**src/rtl/pin_irq_pkg.sv**
```systemverilog
package pin_irq_pkg;

    typedef enum logic [3:0] {
        TRIG_LOW  = 4'd0,
        TRIG_HIGH = 4'd1,
        TRIG_FALL = 4'd2,
        TRIG_RISE = 4'd3,
        TRIG_BOTH = 4'd4
    } trig_e;

    // Decide whether one pin meets its trigger condition this cycle.
    function automatic logic trig_hit(input logic [3:0] code,
                                      input logic       cur,
                                      input logic       old);
        logic r;
        case (code)
            TRIG_LOW:  r = !cur;
            TRIG_HIGH: r = cur;
            TRIG_FALL: r = old && !cur;
            TRIG_RISE: r = !old && cur;
            TRIG_BOTH: r = old ^ cur;
            default:   r = 1'b0;
        endcase
        return r;
    endfunction

endpackage

```
**src/rtl/pin_sync.sv**
```systemverilog
module pin_sync #(
    parameter int W = 8
) (
    input  logic         clk,
    input  logic         rst_n,
    input  logic [W-1:0] d_i,
    output logic [W-1:0] q_o
);
    logic [W-1:0] stage1;

    always_ff @(posedge clk or negedge rst_n) begin
        if (!rst_n) begin
            stage1 <= '0;
            q_o    <= '0;
        end else begin
            stage1 <= d_i;
            q_o    <= stage1;
        end
    end
endmodule

```
**src/rtl/pin_trigger_detect.sv**
```systemverilog
module pin_trigger_detect
    import pin_irq_pkg::*;
#(
    parameter int PINS = 8,
    localparam int CW  = 4 * PINS
) (
    input  logic            clk,
    input  logic            rst_n,
    input  logic [CW-1:0]   cfg_i,
    input  logic [PINS-1:0] pin_s_i,
    output logic [PINS-1:0] hit_o
);
    logic [PINS-1:0] prev_q;

    always_ff @(posedge clk or negedge rst_n) begin
        if (!rst_n) prev_q <= '0;
        else        prev_q <= pin_s_i;
    end

    for (genvar n = 0; n < PINS; n++) begin : g_pin
        always_comb begin
            hit_o[n] = trig_hit(cfg_i[4*n +: 4], pin_s_i[n], prev_q[n]);
        end
    end
endmodule

```
**src/rtl/pin_irq_regfile.sv**
```systemverilog
module pin_irq_regfile #(
    parameter int NG       = 21,
    parameter int PINS     = 8,
    parameter int AW       = 12,
    parameter int DW       = 32,
    parameter int CFG_BASE = 'h700,
    parameter int MSK_BASE = 'h900,
    parameter int PND_BASE = 'hA00,
    localparam int CW      = 4 * PINS
) (
    input  logic               clk,
    input  logic               rst_n,
    input  logic               bus_sel,
    input  logic               bus_wr,
    input  logic [AW-1:0]      bus_addr,
    input  logic [DW-1:0]      bus_wdata,
    output logic [DW-1:0]      bus_rdata,
    input  logic [NG*PINS-1:0] hit_i,
    output logic [NG*CW-1:0]   cfg_o,
    output logic [NG*PINS-1:0] mask_o,
    output logic [NG*PINS-1:0] pend_o
);
    logic          wr_en;
    logic          rd_en;
    logic [DW-1:0] rd_val;
    logic          unused_wdata;

    assign wr_en        = bus_sel && bus_wr;
    assign rd_en        = bus_sel && !bus_wr;
    assign unused_wdata = ^bus_wdata;

    for (genvar g = 0; g < NG; g++) begin : g_grp
        logic          cfg_hit;
        logic          msk_hit;
        logic          pnd_hit;
        logic [PINS-1:0] clr;

        assign cfg_hit = wr_en && (bus_addr == AW'(CFG_BASE + 4*g));
        assign msk_hit = wr_en && (bus_addr == AW'(MSK_BASE + 4*g));
        assign pnd_hit = wr_en && (bus_addr == AW'(PND_BASE + 4*g));
        assign clr     = pnd_hit ? bus_wdata[PINS-1:0] : '0;

        always_ff @(posedge clk or negedge rst_n) begin
            if (!rst_n) begin
                cfg_o[g*CW +: CW]    <= '0;
                mask_o[g*PINS +: PINS] <= '1;
                pend_o[g*PINS +: PINS] <= '0;
            end else begin
                if (cfg_hit) cfg_o[g*CW +: CW] <= bus_wdata[CW-1:0];
                if (msk_hit) mask_o[g*PINS +: PINS] <= bus_wdata[PINS-1:0];
                // a new hit wins over an acknowledge in the same cycle
                pend_o[g*PINS +: PINS] <= (pend_o[g*PINS +: PINS] & ~clr)
                                        | hit_i[g*PINS +: PINS];
            end
        end
    end

    always_comb begin
        rd_val = '0;
        for (int g = 0; g < NG; g++) begin
            if (bus_addr == AW'(CFG_BASE + 4*g)) rd_val[CW-1:0]   = cfg_o[g*CW +: CW];
            if (bus_addr == AW'(MSK_BASE + 4*g)) rd_val[PINS-1:0] = mask_o[g*PINS +: PINS];
            if (bus_addr == AW'(PND_BASE + 4*g)) rd_val[PINS-1:0] = pend_o[g*PINS +: PINS];
        end
    end

    always_ff @(posedge clk or negedge rst_n) begin
        if (!rst_n)     bus_rdata <= '0;
        else if (rd_en) bus_rdata <= rd_val;
    end
endmodule

```
**src/rtl/pin_event_irq.sv**
```systemverilog
module pin_event_irq #(
    parameter int NG       = 21,
    parameter int PINS     = 8,
    parameter int AW       = 12,
    parameter int DW       = 32,
    parameter int CFG_BASE = 'h700,
    parameter int MSK_BASE = 'h900,
    parameter int PND_BASE = 'hA00,
    localparam int CW      = 4 * PINS,
    localparam int NPIN    = NG * PINS
) (
    input  logic            clk,
    input  logic            rst_n,
    input  logic            bus_sel,
    input  logic            bus_wr,
    input  logic [AW-1:0]   bus_addr,
    input  logic [DW-1:0]   bus_wdata,
    output logic [DW-1:0]   bus_rdata,
    input  logic [NPIN-1:0] pins_i,
    output logic            irq_o
);
    logic [NPIN-1:0]  pin_s;
    logic [NPIN-1:0]  hit_flat;
    logic [NG*CW-1:0] cfg_flat;
    logic [NPIN-1:0]  mask_flat;
    logic [NPIN-1:0]  pend_flat;

    pin_sync #(.W(NPIN)) u_sync (
        .clk   (clk),
        .rst_n (rst_n),
        .d_i   (pins_i),
        .q_o   (pin_s)
    );

    for (genvar g = 0; g < NG; g++) begin : g_det
        pin_trigger_detect #(.PINS(PINS)) u_det (
            .clk     (clk),
            .rst_n   (rst_n),
            .cfg_i   (cfg_flat[g*CW +: CW]),
            .pin_s_i (pin_s[g*PINS +: PINS]),
            .hit_o   (hit_flat[g*PINS +: PINS])
        );
    end

    pin_irq_regfile #(
        .NG(NG), .PINS(PINS), .AW(AW), .DW(DW),
        .CFG_BASE(CFG_BASE), .MSK_BASE(MSK_BASE), .PND_BASE(PND_BASE)
    ) u_regs (
        .clk       (clk),
        .rst_n     (rst_n),
        .bus_sel   (bus_sel),
        .bus_wr    (bus_wr),
        .bus_addr  (bus_addr),
        .bus_wdata (bus_wdata),
        .bus_rdata (bus_rdata),
        .hit_i     (hit_flat),
        .cfg_o     (cfg_flat),
        .mask_o    (mask_flat),
        .pend_o    (pend_flat)
    );

    assign irq_o = |(pend_flat & ~mask_flat);
endmodule

```
**config.mk**
```make
export PLATFORM = sky130hd
export DESIGN_NAME = pin_event_irq
export DESIGN_NICKNAME = d
export VERILOG_FILES = /design/src/rtl/pin_irq_pkg.sv /design/src/rtl/pin_sync.sv /design/src/rtl/pin_trigger_detect.sv /design/src/rtl/pin_irq_regfile.sv /design/src/rtl/pin_event_irq.sv
export SDC_FILE = /design/constraint.sdc
export NUM_CORES = 2
export LEC_CHECK = 0
export BUFFER_PORTS_ARGS = -buffer_cell sky130_fd_sc_hd__buf_4
export CAP_MARGIN = 15
export CORE_MARGIN = 8
export CORE_UTILIZATION = 55
export DETAILED_ROUTE_END_ITERATION = 16
export GPL_TIMING_DRIVEN = 0
export PLACE_DENSITY = 0.72
export SYNTH_ARGS = -nofsm -noshare
export SYNTH_HDL_FRONTEND = slang
export SYNTH_SLANG_ARGS = --single-unit
```
**constraint.sdc**
```tcl
create_clock -name clk -period 2.6 [get_ports clk]
set_clock_uncertainty 0.15 [all_clocks]
set_input_delay 0.26 -clock clk [delete_from_list [all_inputs] [get_ports clk]]
set_output_delay 0.26 -clock clk [all_outputs]
set_load 0.03 [all_outputs]
```
==> impl_results.md, run 1 <==
- Yosys top cell by area: dfrtp_1
- Sequential fraction of the synthesis area: 51.9%
- Post-synth EDFFs: 0
- Async S/R FF share, synth: 100%
- Compound-Gate Fraction of Synth Area: 14.1%
- I/O pin count: 249
- Count of unique library cells instantiated by Yosys: 86
- Gpl congestion: 1.07
- Die H: 385 um
- Outcome: aborted with a tool error
- Initial core utilization: 55.3%
- Average size of a mapped cell: 10.7 um^2
- Share of the synthesized area in the top cell type: 46.0%
- Synth Area in XOR/XNOR: 0.328%
- Mux cell area share after synthesis: 14.2%
- Synth Area in Simple Gates: 9.02%
- YS warnings: 0
- Largest net degree at the start of global routing: 172
- Root buffer cell: clkbuf_16
- Post-synthesis net count: 7531
- Port Buffer Count: 240
- Adder-Cell Fraction of Synth Area: 5.62%
- Ys flop type: dfrtp_1
- Core Rows: 135
- Most common cell in the synthesized netlist: dfrtp_1
- Largest cells by area after synthesis: dfrtp_1, mux2_2, dfstp_2, ha_1, a21oi_1
- H-tree depth: 4
- Die X: 385 um
- Total CTS buffers: 161
- Synthesized flop and latch total: 1544
- Cells after Synth: 6979
- Largest family of logic cells by synthesized area: multiplexers
- Most frequent cells after synthesis: dfrtp_1, mux2_2, nor2_1
- Halt Stage: 5_1_grt
- Maximum root-to-sink buffer count: 3
- First Err: [ERROR GRT-0232] Routing congestion too high. Check the congestion heatmap in the GUI.
- Half-perimeter wire length after placement: 286 mm
- CTS Sinks: 1544
- Total gr overflow: 106
- Total track usage: 70.9%
- Synthesized area: 74900 um^2
[kinds of logic after synthesis]
kind of cell / Yosys count
flip-flops: 1544
AO/OA/AOI/OAI: 1692
adder cells (fa/ha/maj): 336
multiplexers: 954
XOR/XNOR: 28
AND/OR/NAND/NOR: 1517
buffers and inverters: 908
[layer usage]
layer | overflow | track usage, %
met1 | 4 | 72.7
met2 | 54 | 84.8
met3 | 9 | 59.3
met4 | 39 | 63.0
met5 | 0 | 36.3
[timing repair]
action,4_1_cts
hold buffers,356
endpoints found under the setup margin,1195
gates cloned,5
hold endpoints to repair,560
buffers inserted,80
gates resized for setup,587
pin swaps,85
[through the flow]
| stage | TNS [ns] | worst slack [ns] | instance area, um^2 | instances |
|---|---|---|---|---|
| 2_1_floorplan | 0 | 0.0106 | 74900 | 6979 |
| 3_3_place_gp | - | -17.61 | 78900 | 9000 |
| 3_5_place_dp | -1984.02 | -2.64 | 79800 | 9051 |
| 4_1_cts | -210.60 | -0.976 | 92100 | 9787 |
==> inputs of run 2 (changes only) <==
--- a/config.mk
+++ b/config.mk
@@ -8,10 +8,10 @@
 export BUFFER_PORTS_ARGS = -buffer_cell sky130_fd_sc_hd__buf_4
 export CAP_MARGIN = 15
 export CORE_MARGIN = 8
-export CORE_UTILIZATION = 55
+export CORE_UTILIZATION = 40
 export DETAILED_ROUTE_END_ITERATION = 16
 export GPL_TIMING_DRIVEN = 0
-export PLACE_DENSITY = 0.72
+export PLACE_DENSITY_LB_ADDON = 0.15
 export SYNTH_ARGS = -nofsm -noshare
 export SYNTH_HDL_FRONTEND = slang
 export SYNTH_SLANG_ARGS = --single-unit
==> run 2 against run 1 <==
The flow now finishes, with violations (setup timing). Synthesized cell count unchanged. Area after synthesis unchanged.
==> impl_results.md, run 2 <==
- H-tree depth: 4
- Clk_lat worst skew: 0.87 ns
- CP max stage cell: a221oi_2
- Largest net degree at the start of global routing: 173
- Clock Pin Slew Worst Setup and Hold Paths: 0.06 ns
- Core Rows: 158
- Total CTS buffers: 176
- Int Power: 0.0414 W
- Die X: 449 um
- Placed cells: 9762
- Most frequent cells after synthesis: dfrtp_1, mux2_2, nor2_1
- Max-slew violation count: 0
- Reg2Reg Setup Slack: -0.77 ns
- Cells after Synth: 6979
- Post-synthesis net count: 7531
- CP peak stage delay: 0.40 ns
- # setup viols final: 92
- CTS tree: built
- Post-route ant nets: 0
- Post-route DRC: 0
- Most common cell in the synthesized netlist: dfrtp_1
- Post-route minimum period: 3.67 ns
- Die area: 201000 um^2
- Ys flop type: dfrtp_1
- Largest register FFs: 672
- Critical Path Start Type: flip-flop
- Met3 Resource Use GR: 9.71%
- Largest cells by area after synthesis: dfrtp_1, mux2_2, dfstp_2, ha_1, a21oi_1
- Initial drt markers: 7836
- Reg2Reg Depth: 9
- Tcrit/Tclk final: 141%
- Yosys top cell by area: dfrtp_1
- Antenna violations before repair: 57
- Logic pwr share: 7.7%
- PwrDens: 586 nW/um^2
- Initial core utilization: 40.3%
- Max FO, Critical Path: 2
- Sequential fraction of the synthesis area: 51.9%
- GR Util met2: 57.0%
- Synthesized area: 74900 um^2
- Sw Pwr: 0.0145 W
- Number of fill cells in the layout: 16500
- Maximum root-to-sink buffer count: 3
- Worst Setup End Kind: output pin
- Area grow syn2layout: 27.5%
- Total gr overflow: 0
- Share of cells above drive strength 1: 28.7%
- Final worst slack: -1.07 ns
- Net count, final: 8532
- Worst R2R End: u_regs.bus_rdata[6]
- Peak supply drop: 0.619 mV
- R2r startpoint: u_regs.pend_o[14]
- Clock power share: 47.8%
- Setup TNS: -6.63 ns
- FMAX: 0.273 GHz
- Global route hottest layer: met2
- Max cap viols: 0
- Leakage power total: 45.3 nW
- Die H: 449 um
- Most frequent cells in the layout: dfrtp_1, mux2_2, nor2_1
- Relative slew slack: 11.3%
- Async S/R FF share, synth: 100%
- Port Buffer Count: 240
- Final std cells w/o fill: 10600
- Core area: 186000 um^2
- YS warnings: 0
- Biggest register: u_regs.cfg_o
- End point of the critical path: irq_o
- Routed vias/inst: 6.13
- Worst Tran Pin Value: 1.33 ns
- Synthesized flop and latch total: 1544
- Unrepaired setup endpoints after global routing: true
- Avg WL per Cell: 38.0 um
- CP startpoint: u_regs.pend_o[12]
- Arr. time, crit path: 3.26 ns
- Worst path required time: 2.19 ns
- Final hold violations: 0
- Final wirelength: 404 mm
- Post-placement setup slack: -2.84 ns
- Min-delay worst type: in -> reg
- Root buffer cell: clkbuf_16
- DRT Pass-1 Iters: 6
- M1 GR Usage: 51.2%
- Failing checks: setup timing
- First-pass GRT wire length: 542 mm
- Average size of a mapped cell: 10.7 um^2
- Final Power: 0.0559 W
- CTS Sinks: 1544
- Vias: 65200
- Outcome: finished, violations left
- Vias in the first global route: 62800
- Post-synth EDFFs: 0
- Switch share: 25.9%
- CP cell instances: inv_1 -> o22ai_1 -> a221oi_2 -> nand4_1 -> nor3_2 -> nand2_2 -> buf_6
- Half-perimeter wire length after placement: 307 mm
- Count of unique library cells instantiated by Yosys: 86
- Register share of total power: 44.5%
- Gpl congestion: 1.02
- Total track usage: 38.7%
- Commonest non-fill, non-tap cell in the layout: dfrtp_1
- Critical path type: reg -> out
- I/O pin count: 249
- Share of the synthesized area in the top cell type: 46.0%
-- run 2: cell type report --
cell class | count | area, um^2 | area share (%)
clock inverter | 76 | 1160 | 1.22
multi-input combinational | 4527 | 34600 | 36.2
clock buffer | 253 | 5030 | 5.27
sequential | 1544 | 38900 | 40.7
antenna | 23 | 57.6 | 0.0603
inverter | 565 | 2140 | 2.24
timing repair buffer | 826 | 8110 | 8.50
buffer | 340 | 2360 | 2.47
tap | 2480 | 3100 | 3.25
-- run 2: power by group through the flow --
| stage | registers (W) | clock network [W] | logic [W] |
|---|---|---|---|
| CTS | 0.0249 | 0.0271 | 0.00415 |
| global placement | 0.0253 | 0 | 0.00329 |
| finish | 0.0249 | 0.0267 | 0.00430 |
| floorplan | 0.0252 | 0 | 0.00131 |
| detailed placement | 0.0253 | 0 | 0.00351 |
| global route | 0.0249 | 0.0279 | 0.00458 |
-- run 2: what timing repair did --
action,CTS,global route
pin swaps,77,76
buffers inserted,70,71
endpoints found under the setup margin,798,409
gates resized for setup,630,188
endpoints found under the hold margin,488,316
gates cloned,0,2
hold buffers,377,1
-- run 2: worst max-delay path, delay by kind of cell, from the launching register on --
family	cells	cell delay, ns
buffers and inverters	2	0.51
DFF	1	0.39
AOI/OAI and AO/OA	2	0.69
and+or+nand+nor	3	0.79
-- run 2: cells by family (layout without fill, tap and decap cells) --
kind of cell | count (synthesis) | in the layout | synth area share [%]
AND/OR/NAND/NOR | 1517 | 1517 | 9.02
flip-flops | 1544 | 1544 | 51.9
buffers and inverters | 908 | 2060 | 4.86
multiplexers | 954 | 954 | 14.2
AO/OA/AOI/OAI | 1692 | 1692 | 14.1
XOR/XNOR | 28 | 28 | 0.328
other | 0 | 23 | 0
adder cells (fa/ha/maj) | 336 | 336 | 5.62
-- run 2: layer usage --
metal / wire length, um / vias up
met1: 164000 / 33700
met2: 172000 / 3544
met4: 30300 / 16
met5: 95 / -
li1: - / 27000
met3: 37400 / 1008
-- run 2: through the flow --
step	hold slack (ns)	area [um^2]	util, %
final	0.0186	95400	51.4
after floorplan	-0.186	74900	-
after global placement	0.182	79800	43.0
after global routing	0.00328	95400	51.4
after CTS	0.00475	94000	50.7
after detailed placement	0.0731	80900	43.6
-- run 2: how the worst min path moves through the flow --
stage	startpoint	to	depth (start not counted)
floorplan	rst_n	g_det[0].u_det.prev_q[0]	0
global placement	u_sync.stage1[151]	u_sync.q_o[151]	0
detailed placement	rst_n	g_det[17].u_det.prev_q[1]	1
CTS	pins_i[129]	u_sync.stage1[129]	2
global route	pins_i[129]	u_sync.stage1[129]	2
finish	pins_i[129]	u_sync.stage1[129]	2
Power figures use the tool's default switching activity.
